--- config.mk ---
export PLATFORM = sky130hd
export DESIGN_NAME = pll_feed_regs
export DESIGN_NICKNAME = d
export VERILOG_FILES = /design/src/rtl/pll_feed_pkg.sv /design/src/rtl/pll_feed_ctrl.sv /design/src/rtl/pll_feed_dp.sv /design/src/rtl/pll_feed_regs.sv
export SDC_FILE = /design/constraint.sdc
export NUM_CORES = 1
export LEC_CHECK = 0
export CORE_ASPECT_RATIO = 0.75
export CORE_MARGIN = 4
export CORE_UTILIZATION = 38
export CTS_CLUSTER_DIAMETER = 40
export DETAILED_ROUTE_END_ITERATION = 10
export PLACE_DENSITY = 0.86
export SLEW_MARGIN = 5
export SYNTH_ARGS = -nofsm -noshare
export SYNTH_HDL_FRONTEND = slang
export SYNTH_SLANG_ARGS = --single-unit
--- constraint.sdc ---
create_clock -name clk -period 2.55 [get_ports clk]
set_input_delay 0.6375 -clock clk [delete_from_list [all_inputs] [get_ports clk]]
set_output_delay 0.6375 -clock clk [all_outputs]
set_load 0.05 [all_outputs]
--- src/rtl/pll_feed_pkg.sv ---
package pll_feed_pkg;
  localparam int M_W = 5;
  localparam int P_W = 2;
  localparam int CTRL_IDX = 0;
  localparam int CFG_IDX = 1;
  localparam int STAT_IDX = 2;
  localparam int FEED_IDX = 3;
  localparam int STAT_EN_BIT = 8;
  localparam int STAT_CN_BIT = 9;
  localparam int STAT_LK_BIT = 10;
  localparam logic [7:0] KEY_ARM = 8'hAA;
  localparam logic [7:0] KEY_FIRE = 8'h55;

  typedef struct packed {
    logic wrCtrl;
    logic wrCfg;
    logic commit;
  } pll_strobe_t;

  typedef struct packed {
    logic           en;
    logic           cn;
    logic [M_W-1:0] m;
    logic [P_W-1:0] p;
  } pll_fields_t;
endpackage

--- src/rtl/pll_feed_ctrl.sv ---
module pll_feed_ctrl
  import pll_feed_pkg::*;
#(
  parameter int ADDR_W = 4
) (
  input  logic              clk,
  input  logic              rstN,
  input  logic [ADDR_W-1:0] busAddr,
  input  logic              busWe,
  input  logic [7:0]        keyByte,
  output pll_strobe_t       strobes,
  output logic              armedQ
);
  logic isFeed;
  logic armedD;

  assign isFeed = busWe && (busAddr == ADDR_W'(FEED_IDX));

  always_comb begin
    strobes.wrCtrl = busWe && (busAddr == ADDR_W'(CTRL_IDX));
    strobes.wrCfg  = busWe && (busAddr == ADDR_W'(CFG_IDX));
    strobes.commit = isFeed && armedQ && (keyByte == KEY_FIRE);
  end

  // any write re-evaluates the arm flag; only an 0xAA feed write sets it
  always_comb begin
    armedD = armedQ;
    if (busWe) armedD = isFeed && (keyByte == KEY_ARM);
  end

  always_ff @(posedge clk or negedge rstN) begin
    if (!rstN) armedQ <= 1'b0;
    else       armedQ <= armedD;
  end
endmodule

--- src/rtl/pll_feed_dp.sv ---
module pll_feed_dp
  import pll_feed_pkg::*;
#(
  parameter int ADDR_W = 4,
  parameter int DATA_W = 32
) (
  input  logic                 clk,
  input  logic                 rstN,
  input  pll_strobe_t          strobes,
  input  logic [M_W+P_W-1:0]   fieldData,
  input  logic [ADDR_W-1:0]    rdAddr,
  input  logic                 lockIn,
  output pll_fields_t          pendQ,
  output pll_fields_t          actQ,
  output logic [DATA_W-1:0]    rdData
);
  localparam int CFG_W = M_W + P_W;

  always_ff @(posedge clk or negedge rstN) begin
    if (!rstN) begin
      pendQ <= '0;
    end else begin
      if (strobes.wrCtrl) begin
        pendQ.en <= fieldData[0];
        pendQ.cn <= fieldData[1];
      end
      if (strobes.wrCfg) begin
        pendQ.m <= fieldData[M_W-1:0];
        pendQ.p <= fieldData[CFG_W-1:M_W];
      end
    end
  end

  always_ff @(posedge clk or negedge rstN) begin
    if (!rstN)               actQ <= '0;
    else if (strobes.commit) actQ <= pendQ;
  end

  always_comb begin
    rdData = '0;
    unique case (rdAddr)
      ADDR_W'(CTRL_IDX): rdData[1:0] = {pendQ.cn, pendQ.en};
      ADDR_W'(CFG_IDX):  rdData[CFG_W-1:0] = {pendQ.p, pendQ.m};
      ADDR_W'(STAT_IDX): begin
        rdData[CFG_W-1:0]  = {actQ.p, actQ.m};
        rdData[STAT_EN_BIT] = actQ.en;
        rdData[STAT_CN_BIT] = actQ.cn;
        rdData[STAT_LK_BIT] = lockIn;
      end
      default: rdData = '0;
    endcase
  end
endmodule

--- src/rtl/pll_feed_regs.sv ---
module pll_feed_regs
  import pll_feed_pkg::*;
#(
  parameter int ADDR_W = 4,
  parameter int DATA_W = 32
) (
  input  logic              clk,
  input  logic              rstN,
  input  logic [ADDR_W-1:0] busAddr,
  input  logic              busWe,
  input  logic [DATA_W-1:0] busWdata,
  output logic [DATA_W-1:0] busRdata,
  input  logic              pllLock,
  output logic              pllEnableOut,
  output logic              pllConnectOut,
  output logic [M_W-1:0]    pllMultOut,
  output logic [P_W-1:0]    pllDivOut
);
  pll_strobe_t strobes;
  pll_fields_t pendQ;
  pll_fields_t actQ;
  logic        armedQ;

  pll_feed_ctrl #(.ADDR_W(ADDR_W)) u_ctrl (
    .clk(clk), .rstN(rstN), .busAddr(busAddr), .busWe(busWe),
    .keyByte(busWdata[7:0]), .strobes(strobes), .armedQ(armedQ)
  );

  pll_feed_dp #(.ADDR_W(ADDR_W), .DATA_W(DATA_W)) u_dp (
    .clk(clk), .rstN(rstN), .strobes(strobes),
    .fieldData(busWdata[M_W+P_W-1:0]), .rdAddr(busAddr), .lockIn(pllLock),
    .pendQ(pendQ), .actQ(actQ), .rdData(busRdata)
  );

  assign pllEnableOut  = actQ.en;
  assign pllConnectOut = actQ.en && actQ.cn;
  assign pllMultOut    = actQ.m;
  assign pllDivOut     = actQ.p;
endmodule

# Word-level counts from Yosys, hierarchy flattened
# Cells that the tools add are included.
word_totals:
  out_inout_bits: 41
  reg_bits: 19
classes:
  n_reduce_logical: 8
  n_mux: 3
  n_eq_ne: 5
ops:
  columns: ["cell", "n"]
  rows:
  - ["$pmux 5 s2", 1]
  - ["$eq 4x2->1 const B", 2]
  - ["$eq 8x7->1 const B", 1]
  - ["$eq 8x8->1 const B", 1]
  - ["$logic_and 1x1->1", 7]
  - ["$pmux 2 s3", 1]
  - ["$eq 4x1->1 const B", 1]
  - ["$logic_not 4->1", 1]
  - ["$mux 3", 1]

# Longest topological paths before layout
logic_depth:
  word_depth: 4
  ltp_mapped: 5
  depth_no_buf: 3

# Modules after synthesis
# A second synthesis with hierarchy kept.
unflattened:
  cells_unflattened: 104
  hier_area_um2: 1139.8
modules_own_cells:
  columns: ["module", "area_per_inst_um2", "n_inst", "cells_per_inst"]
  rows:
  - ["pll_feed_dp", 1017.2, 1, 88]
  - ["pll_feed_ctrl", 116.4, 1, 15]
  - ["pll_feed_regs", 6.3, 1, 1]

# Least setup slack after synthesis
# No wires, ideal clock.
synth_timing:
  kind: "input port to output port"
  start: "input port busAddr[0]"
  end: "output port busRdata[2]"
  arrival_ns: 1.970
  slack_ns: -0.058
  stages: 4
  required_ns: 1.913
  path_cell_list: "clkbuf_1 nor2b_1 a22oi_1 nor2_1"
synth_between:
  elab_chain_cells: 2
  elab_cells_between_ends: 3
  cone_classes: "eq/ne: 2; mux: 1"
synth_rtl:
  columns: ["item", "line_no", "rtl"]
  rows:
  - ["start: declaration", "pll_feed_regs.sv:9", "input logic [ADDR_W-1:0] busAddr,"]
  - ["$eq 4x2->1 or $eq 4x1->1 (tied branches)", "pll_feed_dp.sv:41", "unique case (rdAddr)"]
  - ["$pmux 5 s2 *", "pll_feed_dp.sv:41", null]
  - ["end: declaration", "pll_feed_regs.sv:12", "output logic [DATA_W-1:0] busRdata,"]
# Mark *: on every way between the ends. The rest lies on a longest branch, timed or not.

# Worst setup path after layout
layout_timing:
  start: "input port busAddr[0]"
  end: "output port busRdata[3]"
# The elaborated chain is that of the path after synthesis.

==> reports/summary.log <==
[synth] leading post-synthesis cells by cell area sky130_fd_sc_hd__dfrtp_1, sky130_fd_sc_hd__buf_4, sky130_fd_sc_hd__mux2_2
[power] power density over the cells 472 nW/um^2
[floorplan] Die Outline Area 4040 sq um
[critical_path] termination of the worst setup path busRdata[3]
[routing] Routed WL per cell 14.5 um
[floorplan] area inside the core boundary 2940 sq um
[synth] number of enable-type register cells in the synthesized netlist 0
[final_layout] number of filler instances in the final layout 228
[sta] Clock Skew 0.00446 ns
[sta] worst max-slew margin expressed relative to the limit 64.5%
[clocking] number of buffers created by CTS 3
[power] portion of total power attributed to the clock network 26.4%
[global_routing] via count of the first global-routing pass 946
[critical_path] cells along the critical path dlygate4sd2_1 > nor2b_2 > buf_4 > a22oi_1 > nor2_2 > buf_12
[routing] Post-Route WL 2.70 mm
[sta] min setup slack post-route 0.126 ns
[routing] via count of the routed design 869
[job] max-capacitance violation count 0
[synth] Synth Area in Compound Gates 5.45%
[routing] First DRT Iteration DRCs 8
[critical_path] Crit. End Element output port
[critical_path] stages on the worst setup path 6
[floorplan] I/O Pins 81
[final_layout] number of nets in the finished design 189
[global_routing] global-route congestion overflow total 0
[critical_path] worst-path fanout max 5
[synth] library cell with the highest instance count after synthesis sky130_fd_sc_hd__buf_4
[synth] FFs w/ async S/R, synth 100%
[global_routing] initial antenna violation count 0
[status] status complete, no violations
[synth] Seq/Total Area, Yosys 40.6%
[power] Leak 0.770 nW
[clocking] # clock sinks 19
[sta] Hold Violations, Final 0
[clocking] TritonCTS clock tree yes
[synth] number of warning messages in the yosys log 0
[final_layout] number of diodes added for antenna fixing 0
[place] post-detail-place hpwl 2.18 mm
[synth] count of state elements after synthesis 19
[power] net switching power of the design 259 uW
[floorplan] Die Span X 72.1 um
[synth] multiplexer share of the synthesized area 19.0%
[critical_path] Reg-to-Reg End u_dp.actQ[1]
[power] share of power burned in combinational logic 28.2%
[synth] leading area contributor after synthesis sky130_fd_sc_hd__dfrtp_1
[floorplan] Vert. Die Dim 56.1 um
[critical_path] required time at the endpoint of the critical path 1.91 ns
[sta] Least-Margin Pin Slew 0.531 ns
[power] total power consumption of the routed design 793 uW
[final_layout] post-route insts no fill 186
[synth] Yosys top cell area share 40.6%
[place] cell count after placement 182
[synth] gate count after technology mapping 107
[critical_path] cell type group with the largest total delay on the critical path buffers and inverters
[critical_path] category of the critical setup timing path in -> out
[sta] highest clock frequency the design can meet 413 MHz
[final_layout] layout cells sized above 1 39.9%
[critical_path] Startpoint Class primary input
[critical_path] worst flop-to-flop path startpoint u_ctrl.armedQ
[critical_path] startpoint of the most critical setup path busAddr[0]
[critical_path] Worst R2R Path Depth 4
[worst_hold_path] type of the worst min-delay path reg -> reg
[sta] min cycle time layout 2.42 ns
[synth] top cells by instance count after synthesis sky130_fd_sc_hd__buf_4, sky130_fd_sc_hd__dfrtp_1, sky130_fd_sc_hd__mux2_2
[critical_path] number of buffer and inverter stages on the critical path 3
[sta] number of failing setup endpoints in the final timing report 0
[sta] final max-slew violation count 0
[worst_hold_path] HP Start u_dp.actQ[7]
[clocking] CTS Hold Buffers Added 0
[synth] number of unique standard cell types used by synthesis 24
[place] GP Congestion 0.854
[sta] setup repair after global routing missed its margin false
[critical_path] slowest cell on the critical path sky130_fd_sc_hd__dlygate4sd2_1
[place] number of input and output port buffers inserted 34
[synth] main combinational cell family by area after synthesis buffers and inverters
[place] Post-Place Worst Slack -0.0604 ns
[clocking] post-CTS repair timing setup buffer count 0
[power] Internal 535 uW
[floorplan] count of standard-cell rows 17
[clocking] clock tree buffer depth 2
[critical_path] delay of the slowest cell on the worst path 0.32 ns
[global_routing] total routing resource utilization after global routing 13.6%
[sta] crit share post-route 95.0%
[global_routing] largest net degree at the start of global routing 20
[synth] commonest register cell after synthesis sky130_fd_sc_hd__dfrtp_1
[clocking] clock-pin slew of the registers on the worst-case setup and hold paths 0.07 ns
[synth] post-synthesis simple-gate area fraction 14.7%
[synth] share of the synthesized netlist area taken by xor and xnor gates 0%
[routing] Residual DRC 0
[routing] vias per cell 4.67
[synth] adder and majority cell fraction of the synthesized area 0%
[synth] netlist area before placement 1170 sq um
[power] fraction of power spent switching nets 32.6%
[clocking] H-tree depth reported by CTS 1
[power] Flop pwr share 45.4%
[final_layout] Area Overhead vs Synth 43.6%
[power] worst IR drop on VDD 0.000386 V
[clocking] clk root buf sky130_fd_sc_hd__clkbuf_8
[floorplan] effective utilization at floorplan 39.9%
[critical_path] CP arrival 1.79 ns
[routing] count of nets left with antenna violations after detail routing 0
[synth] synthesized area divided by synthesized cell count 10.9 sq um
[global_routing] first-pass GRT wire length 4.37 mm
[critical_path] setup slack, reg-to-reg 1.22 ns
[routing] Initial DRT Pass Iterations 4
[clocking] clock insertion delay at the later pin of the skew report 0.26 ns
## flip-flops by register name (all words and copies together), names as in the netlist
signal         flops
u_ctrl.armedQ      1
u_dp.pendQ         9
u_dp.actQ          9
## per-stage QoR
| stage | TNS [ns] | utilization, % | area, sq um | hold slack, ns |
|---|---|---|---|---|
| after CTS | 0 | 57.1 | 1680 | 0.523 |
| after global placement | -0.202 | 55.4 | 1630 | 0.505 |
| after floorplan | 0 | - | 1260 | 0.342 |
| after global routing | 0 | 57.2 | 1680 | 0.561 |
| final | 0 | 57.2 | 1680 | 0.521 |
| after detailed placement | -0.483 | 55.4 | 1630 | 0.507 |
## layer usage
layer	part of all wire, %	vias to the layer above	track usage (%)
met4	1.3	0	2.68
met5	0	-	0
met2	48	48	23.0
met1	42	414	16.0
li1	-	403	-
met3	9.4	4	5.96
## how the worst min path moves through the flow
| stage | to | slack, ns | depth (start not counted) |
|---|---|---|---|
| floorplan | u_ctrl.armedQ | 0.34 | 0 |
| global placement | u_dp.actQ[7] | 0.50 | 1 |
| detailed placement | u_dp.actQ[7] | 0.51 | 1 |
| CTS | u_dp.actQ[7] | 0.52 | 1 |
| global route | u_dp.actQ[7] | 0.56 | 1 |
| finish | u_dp.actQ[7] | 0.52 | 1 |
## worst reg2reg max path, stage by stage (launching register included)
cell	delay, ns
sky130_fd_sc_hd__dfrtp_1	0.37
sky130_fd_sc_hd__nand4_1	0.15
sky130_fd_sc_hd__nor4_4	0.17
sky130_fd_sc_hd__buf_4	0.19
sky130_fd_sc_hd__mux2_2	0.33
## logic make-up (layout without fill, tap and decap cells)
| group | after synthesis | count (layout) |
|---|---|---|
| buf+inv | 33 | 53 |
| simple gates | 26 | 26 |
| mux | 20 | 20 |
| flops | 19 | 19 |
| compound gates | 8 | 8 |
| other cells | 1 | 22 |
## power groups by stage
stage / registers (mW) / logic [mW] / clock network [mW]
3_3_place_gp: 0.360 / 0.216 / 0
2_1_floorplan: 0.356 / 0.173 / 0
5_1_grt: 0.364 / 0.235 / 0.228
3_5_place_dp: 0.365 / 0.222 / 0
4_1_cts: 0.359 / 0.223 / 0.212
6_report: 0.360 / 0.224 / 0.210
## final cells by class
class                      count  area [sq um]  share of cell area (%)
multi-input combinational     76           566                    33.7
clock buffer                   4          45.0                    2.68
sequential                    19           475                    28.3
inverter                       1          3.75                   0.223
tap                           38          47.5                    2.83
timing repair buffer          48           543                    32.3
## repair_timing
item / 4_1_cts / 5_1_grt
pin swaps: 2 / 0
endpoints found under the setup margin: 7 / 1
gates resized for setup: 5 / 2
gates cloned: 0 / 0
## cell usage in the layout (no fill, tap or decap), types with 2 or more instances in the layout
| master | count |
|---|---|
| sky130_fd_sc_hd__clkbuf_8 | 3 |
| sky130_fd_sc_hd__a2bb2oi_1 | 2 |
| sky130_fd_sc_hd__nor2_2 | 7 |
| sky130_fd_sc_hd__nand2_1 | 2 |
| sky130_fd_sc_hd__and3_1 | 3 |
| sky130_fd_sc_hd__dfrtp_1 | 19 |
| sky130_fd_sc_hd__mux2i_1 | 2 |
| sky130_fd_sc_hd__conb_1 | 22 |
| sky130_fd_sc_hd__clkdlybuf4s50_1 | 22 |
| sky130_fd_sc_hd__nor2b_2 | 2 |
| sky130_fd_sc_hd__a22oi_1 | 5 |
| sky130_fd_sc_hd__mux2_2 | 18 |
| sky130_fd_sc_hd__buf_12 | 10 |
| sky130_fd_sc_hd__dlygate4sd2_1 | 2 |
| sky130_fd_sc_hd__buf_4 | 14 |
| sky130_fd_sc_hd__or3b_2 | 2 |
Note: power is estimated with default switching activity, not from simulation.
